**config.mk**
```make
export PLATFORM = sky130hd
export DESIGN_NAME = itlb_victim_sel
export DESIGN_NICKNAME = d
export VERILOG_FILES = /design/src/rtl/itlb_victim_pkg.sv /design/src/rtl/itlb_age_update.sv /design/src/rtl/itlb_victim_decode.sv /design/src/rtl/itlb_victim_sel.sv
export SDC_FILE = /design/constraint.sdc
export NUM_CORES = 1
export LEC_CHECK = 0
export ABC_AREA = 1
export BUFFER_PORTS_ARGS = -buffer_cell sky130_fd_sc_hd__buf_2
export CAP_MARGIN = 20
export CORE_MARGIN = 4
export CORE_UTILIZATION = 30
export DETAILED_ROUTE_END_ITERATION = 10
export PLACE_DENSITY = 0.66
export SLEW_MARGIN = 20
export SYNTH_ARGS = -nofsm -noshare
export SYNTH_HDL_FRONTEND = slang
export SYNTH_HIERARCHICAL = 1
export SYNTH_SLANG_ARGS = --single-unit
```
**constraint.sdc**
```tcl
create_clock -name clk -period 3.4 [get_ports clk]
set_input_delay 0.17 -clock clk [delete_from_list [all_inputs] [get_ports clk]]
set_output_delay 0.17 -clock clk [all_outputs]
set_load 0.01 [all_outputs]
```
**src/rtl/itlb_victim_pkg.sv**
```systemverilog
package itlb_victim_pkg;

   localparam int unsigned SLOTS    = 4;
   localparam int unsigned SLOT_W   = 2;
   localparam int unsigned AGE_W    = 6;

   typedef logic [AGE_W-1:0]  age_t;
   typedef logic [SLOT_W-1:0] slot_t;

   // bits that survive a use of slot s
   function automatic age_t keep_mask(input slot_t s);
      case (s)
         2'd0:    keep_mask = 6'b000_111;
         2'd1:    keep_mask = 6'b011_001;
         2'd2:    keep_mask = 6'b101_010;
         default: keep_mask = 6'b110_100;
      endcase
   endfunction

   // bits forced to one by a use of slot s
   function automatic age_t set_mask(input slot_t s);
      case (s)
         2'd0:    set_mask = 6'b000_000;
         2'd1:    set_mask = 6'b100_000;
         2'd2:    set_mask = 6'b010_100;
         default: set_mask = 6'b001_011;
      endcase
   endfunction

   // bits inspected by the victim test of slot s
   function automatic age_t care_mask(input slot_t s);
      case (s)
         2'd0:    care_mask = 6'b111_000;
         2'd1:    care_mask = 6'b100_110;
         2'd2:    care_mask = 6'b010_101;
         default: care_mask = 6'b001_011;
      endcase
   endfunction

   // required value of the inspected bits
   function automatic age_t want_val(input slot_t s);
      case (s)
         2'd0:    want_val = 6'b111_000;
         2'd1:    want_val = 6'b000_010;
         2'd2:    want_val = 6'b000_001;
         default: want_val = 6'b000_000;
      endcase
   endfunction

endpackage

```
**src/rtl/itlb_age_update.sv**
```systemverilog
module itlb_age_update
   import itlb_victim_pkg::*;
#(
   parameter int unsigned AW = AGE_W,
   parameter int unsigned SW = SLOT_W
) (
   input  logic [AW-1:0] cur_i,
   input  logic          en_i,
   input  logic [SW-1:0] slot_i,
   output logic [AW-1:0] nxt_o
);

   age_t keep_w;
   age_t set_w;

   assign keep_w = keep_mask(slot_t'(slot_i));
   assign set_w  = set_mask(slot_t'(slot_i));

   for (genvar b = 0; b < int'(AW); b++) begin : g_bit
      assign nxt_o[b] = en_i ? ((cur_i[b] & keep_w[b]) | set_w[b]) : cur_i[b];
   end

endmodule

```
**src/rtl/itlb_victim_decode.sv**
```systemverilog
module itlb_victim_decode
   import itlb_victim_pkg::*;
#(
   parameter int unsigned AW = AGE_W,
   parameter int unsigned SW = SLOT_W,
   parameter int unsigned N  = SLOTS
) (
   input  logic [AW-1:0] age_i,
   output logic [SW-1:0] victim_o,
   output logic          bad_o
);

   logic [N-1:0] hit_w;

   for (genvar e = 0; e < int'(N); e++) begin : g_test
      localparam slot_t SE = slot_t'(e);
      assign hit_w[e] = ((age_i & care_mask(SE)) == want_val(SE));
   end

   // lowest-numbered matching test wins
   always_comb begin
      victim_o = '0;
      for (int e = int'(N) - 1; e >= 0; e--) begin
         if (hit_w[e]) victim_o = SW'(e);
      end
   end

   assign bad_o = ~|hit_w;

endmodule

```
**src/rtl/itlb_victim_sel.sv**
```systemverilog
module itlb_victim_sel
   import itlb_victim_pkg::*;
#(
   parameter int unsigned   NUM_SLOTS   = 4,
   parameter int unsigned   STATE_W     = 6,
   parameter logic [5:0]    RESET_STATE = 6'b000000
) (
   input  logic                         clk,
   input  logic                         rst_n,
   input  logic                         use_vld_i,
   input  logic [$clog2(NUM_SLOTS)-1:0] use_idx_i,
   input  logic                         refill_i,
   input  logic                         wr_en_i,
   input  logic [STATE_W-1:0]           wr_state_i,
   output logic [$clog2(NUM_SLOTS)-1:0] victim_o,
   output logic                         state_bad_o,
   output logic [STATE_W-1:0]           state_o
);

   localparam int unsigned IW = $clog2(NUM_SLOTS);

   if (NUM_SLOTS != SLOTS) begin : g_bad_slots
      $error("itlb_victim_sel: encoding is fixed at four slots");
   end
   if (STATE_W != AGE_W) begin : g_bad_width
      $error("itlb_victim_sel: state must be six bits");
   end

   logic [STATE_W-1:0] age_q;
   logic [STATE_W-1:0] age_upd;
   logic [STATE_W-1:0] age_d;
   logic [IW-1:0]      upd_slot;
   logic               upd_en;

   itlb_victim_decode #(.AW(STATE_W), .SW(IW), .N(NUM_SLOTS)) u_dec (
      .age_i    (age_q),
      .victim_o (victim_o),
      .bad_o    (state_bad_o)
   );

   // refill marks its victim; otherwise the hit slot is marked
   assign upd_slot = refill_i ? victim_o : use_idx_i;
   assign upd_en   = refill_i | use_vld_i;

   itlb_age_update #(.AW(STATE_W), .SW(IW)) u_upd (
      .cur_i  (age_q),
      .en_i   (upd_en),
      .slot_i (upd_slot),
      .nxt_o  (age_upd)
   );

   assign age_d = wr_en_i ? wr_state_i : age_upd;

   always_ff @(posedge clk or negedge rst_n) begin
      if (!rst_n) age_q <= RESET_STATE;
      else        age_q <= age_d;
   end

   assign state_o = age_q;

endmodule

```
==> flow_summary.ini, run 1 <==
[finish]
fin_nets = 121
final_cell_area_um2 = 638
final_util_pct = 41.9
finalNonFillerCells = 120
largest_register_ffs = 6
insertedDiodeCount = 0
drive_gt1_share_pct = 31.7
fill_cells = 176
syn2layout_area_growth_pct = 29.8

[timing]
relSlewSlack_pct = 88.1
drv_slew = 0
hold_viol = 0
layout_min_cycle_time_ns = 1.82
skew_ns = 0.000629
rsz0062_at_grt = false
fin_crit_sh_pct = 53.6
tightest_slew_ns = 0.179
fin_tns_setup_ns = 0
finalSetupViolCount = 0
max_freq_ghz = 0.549

[drt]
drt_iter0_markers = 10
drc = 0
wl_per_cell_um = 8.76
vias_per_cell = 4.40
ant_nets = 0
drt_first_pass_iters = 4
routed_wl_mm = 1.05
vias = 528

[cts]
htreeDepth = 1
cts_buffer_depth = 2
clock-root-buffer = clkbuf_4
cts_setup_buffers = 0
numCtsBuffers = 3
clk_latency_ns = 0.24
cts_tree = done
clock-sinks = 6
path_clk_slew_ns = 0.04

[synth]
synth_xor_area_share_pct = 0
synth_most_common_cell = nand2_1
synth.largest_area_cell = nand2_1
seq_area_frac_synth_pct = 30.5
syn-num-nets = 95
synthTopCellsByArea = nand2_1 33%, dfrtp_1 31%, inv_1 9.2%
synth_mux_area_share_pct = 0
synth_top_area_share_pct = 32.8
synth_top_family_by_area = simple AND/OR/NAND/NOR gates
synthAdderAreaFrac_pct = 5.09
synth_compound_area_share_pct = 4.58
ys_seq_elements = 6
synth-edff-count = 0
syn_avg_cell_area_um2 = 6.15
yosysWarnings = 6
synthArstFlopShare_pct = 100
synth_commonest_cells = 43 x nand2_1, 12 x inv_1, 6 x dfrtp_1
synthCells = 80
yosysUniqueCellTypes = 16
ys.flop_type = dfrtp_1
syn-cell-area_um2 = 492
synth-simple-area-share_pct = 46.8

[setup_path]
ff2ff_path_depth = 13
path_max_fanout = 5
slowest_delay_ns = 0.41
critPathMostFrequentCell = nand2_1
crit_type = flop to flop
r2r_start = state_o[1]
cp_slowest_cell = dfrtp_1
cp-start-kind = flop
r2r-end = state_o[3]
worstPathCellList = nor2_2 > nand2_2 > a21oi_2 > nand2_1 > nand2_1 > inv_1 > ha_1 > inv_1 > nand3_1 > nand2_1 > inv_1 > nand2_1 > nand2_1
required_ns = 3.53
end_kind = flop
r2r_slack_ns = 1.58
crit_arrival_ns = 1.95

[pwr]
ir_worst_vdd_mv = 0.226
p_comb_share_pct = 42.1
p_switching_mw = 0.101
power.total_mw = 0.270
cellPowerDensity_mw_per_mm2 = 423
power_frac_seq_pct = 34.4
p_leak_nw = 0.424
pwr-share-clk_pct = 23.6
p_int_mw = 0.168
switching_share_pct = 37.6

[global_routing]
grt_max_degree = 10
grt_pass1_wl_mm = 1.90
grt_pass1_vias = 459
track_usage_pct = 10.1
overflow = 0
antenna_found_initial = 0

[placement]
place_inst = 116
placedInstanceArea_um2 = 606
dp_hpwl_um = 885
gp_congestion = 0.705
io_buffers = 21

[worst_hold_path]
min_from = wr_state_i[0]
whs_path_depth = 3
hold_class = input pin to flop
min_to = state_o[0]

[job]
max_cap_viol_count = 0

[floorplanning]
fp.dieH_um = 48.5
io_pins = 22
die_x_um = 48.5
core_area_mm2 = 0.00152
rows = 14
die_area_mm2 = 0.00235
start_util_pct = 32.3

[run_status]
status = finished, final reports clean
-- layout make-up --
| class | instances | area, µm² | area share, % |
|---|---|---|---|
| inverters | 14 | 52.6 | 8.24 |
| well taps | 16 | 20.0 | 3.14 |
| repair buffers | 22 | 115 | 18.0 |
| clock buffers | 3 | 22.5 | 3.53 |
| flip-flops and latches | 6 | 150 | 23.5 |
| multi-input cells | 59 | 278 | 43.5 |
-- layout by cell type (no fill, tap or decap) --
cell            n
dlygate4sd3_1   1
dfrtp_1         6
nand2_1        43
a21oi_2         1
nand3_1         3
inv_1          12
or2_2           1
nand2_2         1
nand3b_1        2
ha_1            2
o21ai_2         1
clkbuf_4        3
nor2_2          2
buf_2          21
nor2_1          1
inv_2           2
nand3_2         1
o21ai_1         1
-- how the worst max path moves through the flow --
stage | from | end | slack, ns | cells past startpoint
2_1_floorplan | state_o[1] | state_o[3] | 1.59 | 13
6_report | state_o[1] | state_o[3] | 1.58 | 13
3_5_place_dp | state_o[1] | state_o[3] | 1.58 | 13
3_3_place_gp | state_o[2] | state_o[3] | 1.63 | 13
5_1_grt | state_o[1] | state_o[3] | 1.35 | 14
4_1_cts | state_o[1] | state_o[3] | 1.57 | 13
-- cells by family after synthesis --
kind of cell	Yosys count
AO/OA/AOI/OAI	3
adder cells (fa/ha/maj)	2
buffers and inverters	15
flip-flops	6
AND/OR/NAND/NOR	54
-- worst max-delay path, delay by kind of cell (launching register included) --
| kind | cells | cell delay, ns |
|---|---|---|
| flip-flops | 1 | 0.41 |
| adder cells (fa/ha/maj) | 1 | 0.29 |
| AO/OA/AOI/OAI | 1 | 0.15 |
| AND/OR/NAND/NOR | 8 | 0.65 |
| buffers and inverters | 3 | 0.20 |
-- routing by layer --
layer / GRT usage [%] / up-vias / wire length [µm]
met3: 1.84 / 4 / 81
met1: 11.0 / 220 / 446
met5: 0 / - / 0
met4: 8.07 / 0 / 29
met2: 16.7 / 19 / 494
li1: - / 285 / -
-- what timing repair did --
| item | in CTS | in global routing |
|---|---|---|
| gates resized for setup | 0 | 0 |
| setup endpoints to repair | 0 | 0 |
| hold buffers | 1 | 0 |
| hold endpoints to repair | 6 | 0 |
-- stage by stage --
stage	hold slack [ns]	setup WS (ns)
global placement	0.000221	1.63
floorplan	-0.126	1.59
CTS	0.124	1.57
finish	0.128	1.58
global route	0.133	1.35
detailed placement	0.00104	1.58
-- power groups by stage --
stage	sequential [mW]	combinational [mW]	clock [mW]
global route	0.0940	0.132	0.0716
finish	0.0926	0.114	0.0635
floorplan	0.0967	0.0724	0
detailed placement	0.0939	0.114	0
CTS	0.0929	0.115	0.0664
global placement	0.0936	0.114	0
Note: power is estimated with default switching activity, not from simulation.
==> run 2, diff against run 1 <==
--- a/config.mk
+++ b/config.mk
@@ -5,13 +5,13 @@
 export SDC_FILE = /design/constraint.sdc
 export NUM_CORES = 1
 export LEC_CHECK = 0
-export ABC_AREA = 1
+export ABC_AREA = 0
 export BUFFER_PORTS_ARGS = -buffer_cell sky130_fd_sc_hd__buf_2
 export CAP_MARGIN = 20
 export CORE_MARGIN = 4
 export CORE_UTILIZATION = 30
 export DETAILED_ROUTE_END_ITERATION = 10
-export PLACE_DENSITY = 0.66
+export PLACE_DENSITY = 0.67
 export SLEW_MARGIN = 20
 export SYNTH_ARGS = -nofsm -noshare
 export SYNTH_HDL_FRONTEND = slang
==> constraint.sdc (replaced) <==
create_clock -name clk -period 1.9 [get_ports clk]
set_input_delay 0.095 -clock clk [delete_from_list [all_inputs] [get_ports clk]]
set_output_delay 0.095 -clock clk [all_outputs]
set_load 0.01 [all_outputs]
==> flow_summary.ini, run 2 <==
[finish]
regArea_um2 = 150
multi_input_area_um2 = 352
final_common_cell = buf_2
fin_nets = 99
largest_register_ffs = 6
fill_cells = 141
syn2layout_area_growth_pct = 63.2
drive_gt1_share_pct = 67.1
insertedDiodeCount = 0
finalNonFillerCells = 98
mostFrequentLayoutCells = 21 x buf_2, 13 x buf_4, 9 x mux2_4
final_util_pct = 51.2

[setup_path]
r2r-end = state_o[2]
cp-start-kind = flop
end_kind = flop
crit_type = flop to flop
crit_arrival_ns = 2.09
path_max_fanout = 3
r2r_start = state_o[3]
setup.worst_path.start = state_o[3]
ff2ff_path_depth = 8
required_ns = 2.02
r2r_slack_ns = -0.07
critPathCapture = state_o[2]

[floorplanning]
rows = 14
io_pins = 22
die_area_mm2 = 0.00228
core_area_mm2 = 0.00151
start_util_pct = 31.4
fp.dieH_um = 47.7
die_x_um = 47.7

[synth]
synth-edff-count = 0
synthTopCellsByArea = dfrtp_1 32%, mux2_4 19%, nand2b_1 6.6%
syn-num-nets = 60
syn-cell-area_um2 = 473
yosysUniqueCellTypes = 21
ys.flop_type = dfrtp_1
syn_avg_cell_area_um2 = 10.5
yosysWarnings = 6
synthCells = 45
seq_area_frac_synth_pct = 31.7
synth.largest_area_cell = dfrtp_1
synth_top_area_share_pct = 31.7
synthArstFlopShare_pct = 100
synth_commonest_cells = 6 x dfrtp_1, 6 x mux2_4, 5 x nand2b_1
ys_seq_elements = 6

[timing]
holdWs_ns = 0.0850
skew_ns = 0.000489
fin_crit_sh_pct = 104
layout_min_cycle_time_ns = 1.97
tightest_slew_ns = 0.154
max_freq_ghz = 0.507
rsz0062_at_grt = true
drv_slew = 0
hold_viol = 0
relSlewSlack_pct = 89.4
fin_tns_setup_ns = -0.148
layout_setup_ws_ns = -0.0712
finalSetupViolCount = 3

[placement]
gp_congestion = 0.692
place_inst = 91
io_buffers = 21

[run_status]
failed_checks = setup timing
status = complete, but fails checks

[cts]
path_clk_slew_ns = 0.04
clk_latency_ns = 0.24
clock-root-buffer = clkbuf_4
clock-sinks = 6
cts_buffer_depth = 2
numCtsBuffers = 3
htreeDepth = 1
cts_tree = done

[drt]
wl_met2_um = 570
wl_per_cell_um = 11.9
ant_nets = 0
drc = 0
drt_first_pass_iters = 2
routed_wl_mm = 1.17
highest_layer = met4
vias_per_cell = 4.55
wl_met3_um = 90
drt_iter0_markers = 9
met1_length_um = 489
vias = 446

[global_routing]
grt_pass1_wl_mm = 1.55
grt_max_degree = 9
track_usage_pct = 10.2
grt_pass1_vias = 393
overflow = 0
antenna_found_initial = 0

[pwr]
cellPowerDensity_mw_per_mm2 = 891
power.total_mw = 0.688
p_leak_nw = 0.435
ir_worst_vdd_mv = 0.387

[job]
max_cap_viol_count = 0

[worst_hold_path]
hold_class = input pin to flop
## run 2: cell count changes in the layout (fill, tap and decap cells not counted), moves of 2 or more
cell      before  now
a21o_1         0    2
mux2_4         0    9
nand2_1       43    4
nand3b_1       2    0
nand3_1        3    1
nand2b_4       0    2
inv_1         12    2
buf_4          0   13
nand2b_1       0    3
nor2_2         2    0
## run 2: area by class of cell
class | instances | area share, %
Multi-Input combinational cell | 34 | 45.5
Timing Repair Buffer | 35 | 27.6
Sequential cell | 6 | 19.4
Clock buffer | 3 | 2.92
Tap cell | 16 | 2.59
Inverter | 4 | 1.94
## run 2: repair_timing
| item | CTS | global route |
|---|---|---|
| hold buffers | 1 | 0 |
| setup buffers | 0 | 3 |
| setup endpoints to repair | 2 | 5 |
| resized for setup | 0 | 3 |
| endpoints found under the hold margin | 6 | 0 |
| pin swaps | 0 | 0 |
## run 2: worst max-delay path, stage by stage (launching register included)
cell,delay (ns)
dfrtp_1,0.37
or3_4,0.43
o21ai_4,0.07
mux2_4,0.18
inv_2,0.05
ha_4,0.26
nand2_1,0.04
a22o_1,0.18
mux2_4,0.28
## run 2: routing by layer
metal,vias up,GRT usage [%]
met5,-,0
li1,231,-
met2,17,15.8
met1,194,12.5
met4,0,8.06
met3,4,1.13
## run 2: per-stage QoR
step                worst slack, ns  cell area (µm²)
global placement            -0.0428              701
detailed placement          -0.0785              701
global route                 -0.136              772
floorplan                    -0.101              512
CTS                         -0.0913              733
finish                      -0.0712              772
## run 2: worst min-delay path by stage
| stage | from | endpoint | depth (start not counted) |
|---|---|---|---|
| 5_1_grt | wr_state_i[0] | state_o[0] | 2 |
| 3_3_place_gp | rst_n | state_o[2] | 1 |
| 2_1_floorplan | rst_n | state_o[0] | 0 |
| 6_report | wr_state_i[4] | state_o[4] | 2 |
| 3_5_place_dp | rst_n | state_o[3] | 1 |
| 4_1_cts | wr_state_i[4] | state_o[4] | 2 |
## run 2: power by group
part	switching [mW]	total (mW)	internal, mW
combinational	0.167	0.404	0.236
clock	0.0401	0.111	0.0710
sequential	0.0192	0.173	0.154
total	0.226	0.688	0.461
## run 2: kinds of logic (layout without fill, tap and decap cells)
kind of cell / Yosys count / after routing / share of synthesized area [%]
DFF: 6 / 6 / 31.7
adders and majority gates: 2 / 2 / 5.29
AOI/OAI and AO/OA: 6 / 6 / 8.73
buffers and inverters: 5 / 42 / 5.55
muxes: 11 / 11 / 30.7
and+or+nand+nor: 15 / 15 / 18.0
